--- src/rtl/rx_frame_fifo.sv ---
module rx_frame_fifo #(
  parameter int AW = 8
) (
  input  logic          clk,
  input  logic          rst_n,
  input  logic          wr_en,
  input  logic [7:0]    wr_data,
  input  logic          wr_sop,
  input  logic          wr_eop,
  input  logic          wr_err,
  input  logic          err_discard,
  input  logic [AW-1:0] thr_aempty,
  input  logic [AW-1:0] thr_afull,
  input  logic [AW-1:0] thr_secempty,
  input  logic [AW-1:0] thr_secfull,
  input  logic          rd_ready,
  output logic          rd_valid,
  output logic [7:0]    rd_data,
  output logic          rd_sop,
  output logic          rd_eop,
  output logic          rd_err,
  output logic          almost_empty,
  output logic          almost_full,
  output logic          data_avail,
  output logic          xoff_req,
  output logic          xon_req
);
  localparam int DEPTH = 1 << AW;
  localparam logic [AW:0] DEPTH_W = (AW+1)'(DEPTH);

  logic [10:0] mem [DEPTH];
  logic [AW:0] rptr, wtent, wcom, eop_cnt, level, free;
  logic in_frame, trunc, ferr, sec_q;
  logic sf, full, sec_hi, rd_fire, do_wr, w_eop, w_err, ferr_n, bad;
  logic nxt_trunc, nxt_inf;
  logic [10:0] head;

  assign level = wtent - rptr;
  assign free  = DEPTH_W - level;
  assign sf    = (thr_secfull == '0);
  assign full  = level[AW];
  assign head  = mem[rptr[AW-1:0]];

  assign almost_empty = level <= {1'b0, thr_aempty};
  assign almost_full  = free <= {1'b0, thr_afull};
  assign data_avail   = !sf && (level >= {1'b0, thr_secfull});
  assign sec_hi       = (thr_secempty != '0) && (level >= {1'b0, thr_secempty});
  assign xoff_req     = sec_hi && !sec_q;
  assign xon_req      = !sec_hi && sec_q;

  assign rd_valid = sf ? (eop_cnt != '0)
                       : ((level != '0) && (!almost_empty || eop_cnt != '0));
  assign {rd_sop, rd_eop, rd_err, rd_data} = head;
  assign rd_fire = rd_valid && rd_ready;

  always_comb begin
    do_wr     = 1'b0;
    w_eop     = wr_eop;
    w_err     = wr_err;
    nxt_trunc = trunc;
    nxt_inf   = in_frame;
    if (wr_en) begin
      if (trunc) begin
        if (wr_eop) nxt_trunc = 1'b0;
      end else if (almost_full) begin
        if (in_frame && !full) begin
          do_wr   = 1'b1;
          w_eop   = 1'b1;
          w_err   = 1'b1;
          nxt_inf = 1'b0;
        end
        if (!wr_eop) nxt_trunc = 1'b1;
      end else begin
        do_wr   = 1'b1;
        nxt_inf = !wr_eop;
      end
    end
  end

  assign ferr_n = ferr || w_err;
  assign bad    = w_eop && sf && err_discard && ferr_n;

  always_ff @(posedge clk) begin
    if (do_wr) mem[wtent[AW-1:0]] <= {wr_sop, w_eop, w_err, wr_data};
  end

  always_ff @(posedge clk) begin
    if (!rst_n) begin
      rptr     <= '0;
      wtent    <= '0;
      wcom     <= '0;
      eop_cnt  <= '0;
      in_frame <= 1'b0;
      trunc    <= 1'b0;
      ferr     <= 1'b0;
      sec_q    <= 1'b0;
    end else begin
      rptr     <= rptr + (AW+1)'(rd_fire);
      trunc    <= nxt_trunc;
      in_frame <= nxt_inf;
      sec_q    <= sec_hi;
      eop_cnt  <= eop_cnt + (AW+1)'(do_wr && w_eop && !bad)
                          - (AW+1)'(rd_fire && head[9]);
      if (do_wr) begin
        wtent <= bad ? wcom : wtent + 1'b1;
        ferr  <= w_eop ? 1'b0 : ferr_n;
        if (w_eop ? !bad : !sf) wcom <= wtent + 1'b1;
      end
    end
  end
endmodule


--- config.mk ---
export PLATFORM = sky130hd
export DESIGN_NAME = rx_frame_fifo
export DESIGN_NICKNAME = d
export VERILOG_FILES = /design/src/rtl/rx_frame_fifo.sv
export SDC_FILE = /design/constraint.sdc
export NUM_CORES = 2
export LEC_CHECK = 0
export ABC_AREA = 1
export BUFFER_PORTS_ARGS = -buffer_cell sky130_fd_sc_hd__buf_2
export CAP_MARGIN = 25
export CORE_MARGIN = 2
export CORE_UTILIZATION = 42
export CTS_CLUSTER_SIZE = 10
export DETAILED_ROUTE_END_ITERATION = 12
export PLACE_DENSITY = 0.57
export SLEW_MARGIN = 20
export SYNTH_ARGS = -nofsm -noshare
export SYNTH_HDL_FRONTEND = slang
export SYNTH_SLANG_ARGS = --single-unit
--- constraint.sdc ---
create_clock -name clk -period 14.5 [get_ports clk]
set_input_delay 4.35 -clock clk [delete_from_list [all_inputs] [get_ports clk]]
set_output_delay 4.35 -clock clk [all_outputs]
set_load 0.03 [all_outputs]
-- Word-level counts from Yosys, hierarchy flattened
Memory sizes are Yosys's and may differ from the RTL's. A register that Yosys moved wholly into a read port is not among the register bits.
Cells that the tools add are included.
- register bits: 40
- memory bits (writable): 2816
- bits of input ports: 48
- memories kept: 1
- memories (name ; depth ; width ; rd ports ; clocked after Yosys merged registers in ; write ports ; RTL line ; RTL):
    mem ; 256 ; 11 ; 1 ; 1 ; 1 ; 31 ; logic [10:0] mem [DEPTH];
- add/sub/neg operators: 6
- magnitude comparators: 4
- equality and inequality tests: 1
- mux-type cells: 24
- bitwise gates (word level): 1
- reduce and logical (&&, ||, !) cells: 28
- operator list (kind ; count):
    $mux W1 ; 22
    $add A9 B1 Y9 ; 2
    $ge A9 B8 Y1 ; 2
    $le A9 B8 Y1 ; 2
    $reduce_bool A9 Y1 ; 2
    $logic_and A1 B1 Y1 ; 13
    $add A9 B1 Y9 const B ; 1
    $mux W9 ; 1
    $sub A9 B1 Y9 ; 1
    $sub A9 B9 Y9 ; 1
    $sub A9 B9 Y9 const A ; 1
    $logic_not A8 Y1 ; 1
    $mux W8 ; 1
    $reduce_bool A8 Y1 ; 1
    $logic_not A1 Y1 ; 7
    $reduce_and A3 Y1 ; 1
    $logic_or A1 B1 Y1 ; 2
    $ne A2 B1 Y1 const B ; 1
    $reduce_and A2 Y1 ; 1
    $not A1 Y1 ; 1

-- Logic depth before layout (Yosys ltp)
- depth in word-level cells: 14
- depth in mapped cells: 37
- mapped depth without buffers: 35

-- Worst setup path after synthesis
OpenSTA, ideal clock, no wires.
- path type: input to output
- from: in thr_secempty[4]
- to: out xon_req
- arrival time: 5.845 ns
- required time: 10.150 ns
- slack: 4.305 ns
- cell stages on the path: 9
- buffers on the path: 0
- cell sequence: inv_1 ha_1 a21oi_1 o21ai_0 nor2_1 o21ai_0 nand2_1 nand3_1 a21boi_0
- cells in the longest elaborated chain, start to end: 4
- elaborated cells on any way between the ends: 5
- ends and longest elaborated chain (element ; RTL line ; RTL):
    start: declaration ; 14 ; input logic [AW-1:0] thr_secempty,
    $ge A9 B8 Y1 or $reduce_bool A8 Y1 (tied branches) ; 47 ; assign sec_hi = (thr_secempty != '0) && (level >= {1'b0, thr_secempty});
    $logic_and A1 B1 Y1 * ; 47 ;
    $logic_not A1 Y1 * ; 49 ; assign xon_req = !sec_hi && sec_q;
    $logic_and A1 B1 Y1 * ; 49 ;
    end: declaration ; 26 ; output logic xon_req
Mark *: on every way between the ends. The rest lies on a longest branch, timed or not.

==> key figures <==
Synth
  – Sequential fraction of the synthesis area: 0.738
  – Ys Warns: 0
  – Cell variety after synth: 47
  – Synth Area in Simple Gates: 0.109
  – Mapped Area: 0.116 sq mm
  – Synth Area in Compound Gates: 0.112
  – Syn nets: 9282
  – Synth Area per Inst: between 10 and 15 sq um
  – Xor/xnor cell area share of the yosys netlist: 0.00151
  – Cells after synthesis: between 9k and 10k
  – Post-synth ARST share: 0
  – Fraction of the mapped netlist area in adder cells: 0.00684
  – Largest family of logic cells by synthesized area: compound AO/OA/AOI/OAI gates
  – Post-synth EDFFs: 2816
  – Post-synthesis mux area share: 0
  – Seq cells post-synth: 2856
  – Primary FF master, synth: edfxtp_1

Outcome
  – Status: finished clean

Worst setup path
  – Slowest-stage cell, CP: inv_6
  – Worst path cell trace: buf_4 > nand2_1 > inv_6 > buf_12 > nand2_1 > nand2_1 > inv_1 > nand2_1 > nand2_1 > nand2_1 > nor2_1 > nand2_1 > nand3_1 > nand2_1 > buf_2
  – Critical path class: flip-flop to primary output
  – Critical path data arrival time: 5970 ps
  – Crit-path max cell delay: about 800 ps
  – Worst Path Max Fanout: 92
  – CP required: 10150 ps
  – Most common cell on crit path: nand2_1
  – Crit end category: primary output
  – R2R cell count: 30
  – CP startpoint kind: flip-flop

Run
  – Number of max-cap violations: 0

Timing
  – Slew headroom: 0.257
  – Setup TNS: 0 ps
  – Tmin final: just over 10000 ps
  – Fin. Hold Viols: 0
  – Hold Slack: just under 500 ps
  – Worst Clk Skew: 46.4 ps
  – RSZ-0062 raised after global routing: no
  – Slew Viols, Final: 0
  – Final worst path period share: 0.712
  – Final setup fails: 0
  – Fmax: 96.9 MHz
  – Measured slew at the worst slew-check pin: 1110 ps

Pwr
  – VDD IR-drop max: 0.193 mV
  – Switch share: 0.300
  – P_sw: 6230 uW
  – Internal Power: 14500 uW
  – Sequential share of power: 0.446
  – Comb power frac: 0.203
  – Power Dens Cells: around 160 mW/mm^2
  – LEAKAGE: 0.0419 uW
  – Clock share of power: 0.351

Floorplan
  – Core area: 0.274 sq mm
  – # IOs: 65
  – Initial Util: 0.422
  – Die Ht: 529 um
  – Die width: 529 um
  – Full die area: 0.280 sq mm
  – Row cnt: 192

Routing
  – TritonRoute pass-1 iters: 6
  – Initial DRC count: 8929
  – DR DRC count: 0
  – Total Wirelength: 331000 um
  – DR vias: 75.0k
  – Avg WL per Cell: 25.7 um
  – Vias/cell: 5.82
  – Antenna-violating nets left: 0

Place
  – GPL Wtd Cong: 0.851
  – Placed cell area: 0.120 sq mm
  – Hpwl dp: 181000 um
  – Count of input and output buffers: between 60 and 70

Global routing
  – GRT met1 Usage: 0.336
  – Total track usage: 0.233
  – Met3 GRT Util: 0.0447
  – Met2 Resource Use GR: 0.354
  – GR peak layer: met2
  – Vias in the first global route: 71.0k
  – First-pass GRT wire length: 485000 um
  – Grt total ovfl: 0
  – Initial antenna violation count: 10
  – Largest net degree at the start of global routing: 210

Final layout
  – Layout cells sized above 1: 0.0881
  – Total Nets Final: slightly above 9k
  – Final Util: 0.472
  – Design area: 0.129 sq mm
  – Area growth from synthesis to layout: 11.8%

Clocking
  – Clk root buf: clkbuf_16
  – Worst-skew pair later-pin latency: between 900 and 1000 ps
  – Post_cts resized: 0
  – Post-CTS Hold Buffers: 0
  – H-Tree Depth: 5
  – Clock Sinks: 2856
  – TritonCTS Buffers: 340
  – Post-CTS setup buffers: 0
  – Reg clk slew, reported paths: 50 ps
  – Clock Path Buffers: 4
  – CTS tree: done

Min path
  – Hold Path Cell Cnt: 2
  – Min-Delay Path Class: flip-flop to flip-flop
## per-layer routing
layer / wire length [um] / part of all wire
met5: 28 / 0.000085
met4: 9880 / 0.030
met3: 28800 / 0.087
met2: 150000 / 0.45
met1: 142000 / 0.43
## layout by cell type, fill, tap and decap left out, drive strengths merged, types with 2 or more instances in the layout
cell type and count:
a211oi 4, a21boi 2, a21oi 169, buf 361
clkbuf 388, clkinv 19, dfxtp 40, diode 7
edfxtp 2816, fa 2, ha 60, inv 182
nand2 614, nand3 426, nand3b 3, nand4 41
nor2 2002, nor3 5, nor4 3, o211ai 283
o21ai 1431, o21bai 2, o221ai 65, o22ai 344
or2 12, xnor2 4, xor2 16
## cells by family after synthesis
logic type,count (synthesis)
xor+xnor,20
buf+inv,823
compound gates,2304
flops,2856
fa+ha+maj,62
simple gates,3107
## power by group through the flow
stage               Combinational [uW]  Clock (uW)  Sequential [uW]
floorplan                         2810           0             9400
finish                            4210        7280             9250
global route                      4620        7690             9260
global placement                  4090           0             9420
detailed placement                4160           0             9420
CTS                               4180        7390             9250
## worst max-delay path, delay by kind of cell, from the launching register on
kind | cells | cell delay, ps
buf+inv | 5 | 2390
flops | 1 | 720
simple gates | 10 | 1790
## layout make-up
type	instances	area, sq um
Fill cell	24052	145000
Clock buffer	388	8790
Timing Repair Buffer	361	3080
Sequential cell	2856	85400
Tap cell	3589	4490
Multi-Input combinational cell	5493	26700
Clock inverter	16	146
Inverter	186	741
Antenna cell	7	17.5
## synthesized netlist by cell type, types with 2 or more instances
cell         n  area share
a211oi_1     4     0.00026
a21oi_1    168      0.0073
buf_1       28     0.00091
buf_2      200      0.0087
buf_4       70      0.0045
buf_6       20      0.0019
clkbuf_1   318       0.010
clkinv_1     5     0.00016
dfxtp_1     40      0.0069
edfxtp_1  2816        0.73
fa_1         2     0.00035
ha_1        60      0.0065
inv_1      174      0.0056
inv_2        6     0.00019
nand2_1    609       0.020
nand2_2      5     0.00027
nand3_1    421       0.018
nand3_4      4     0.00061
nand3b_1     3     0.00019
nand4_1     30      0.0016
nand4_4     11      0.0020
nor2_1    2001       0.065
nor3_1       5     0.00022
nor4_1       3     0.00016
o211ai_1   283       0.018
o21ai_0   1415       0.061
o21ai_1     16     0.00069
o21bai_1     2     0.00013
o221ai_1    65      0.0049
o22ai_1    344       0.019
or2_2       10     0.00054
xnor2_1      4     0.00030
xor2_1      16      0.0012
## registers in the layout, indices dropped and copies added (netlist names)
register,flops
wtent,9
trunc,1
ferr,1
mem,2816
in_frame,1
rptr,9
wcom,9
sec_q,1
eop_cnt,9
## path summary, 6_finish.rpt
check / slack (ps) / startpoint / to
worst max-delay path: 4180 / rptr[2]$_SDFF_PN0_ / rd_eop
worst max register to register: 6630 / rptr[5]$_SDFF_PN0_ / eop_cnt[6]$_SDFF_PN0_
worst min register to register: 490 / in_frame$_SDFFE_PN0P_ / in_frame$_SDFFE_PN0P_
worst min-delay path: 490 / in_frame$_SDFFE_PN0P_ / in_frame$_SDFFE_PN0P_
## metrics by stage
| step | total power (uW) | setup slack, ps | cells |
|---|---|---|---|
| final | 20800 | 4180 | 12896 |
| after global routing | 21600 | 4020 | 12891 |
| after CTS | 20800 | 4190 | 12837 |
| after detailed placement | 13600 | 4270 | 12433 |
| after global placement | 13500 | 4080 | 12330 |
| after floorplan | 12200 | 4300 | 9172 |
Power figures use the tool's default switching activity.
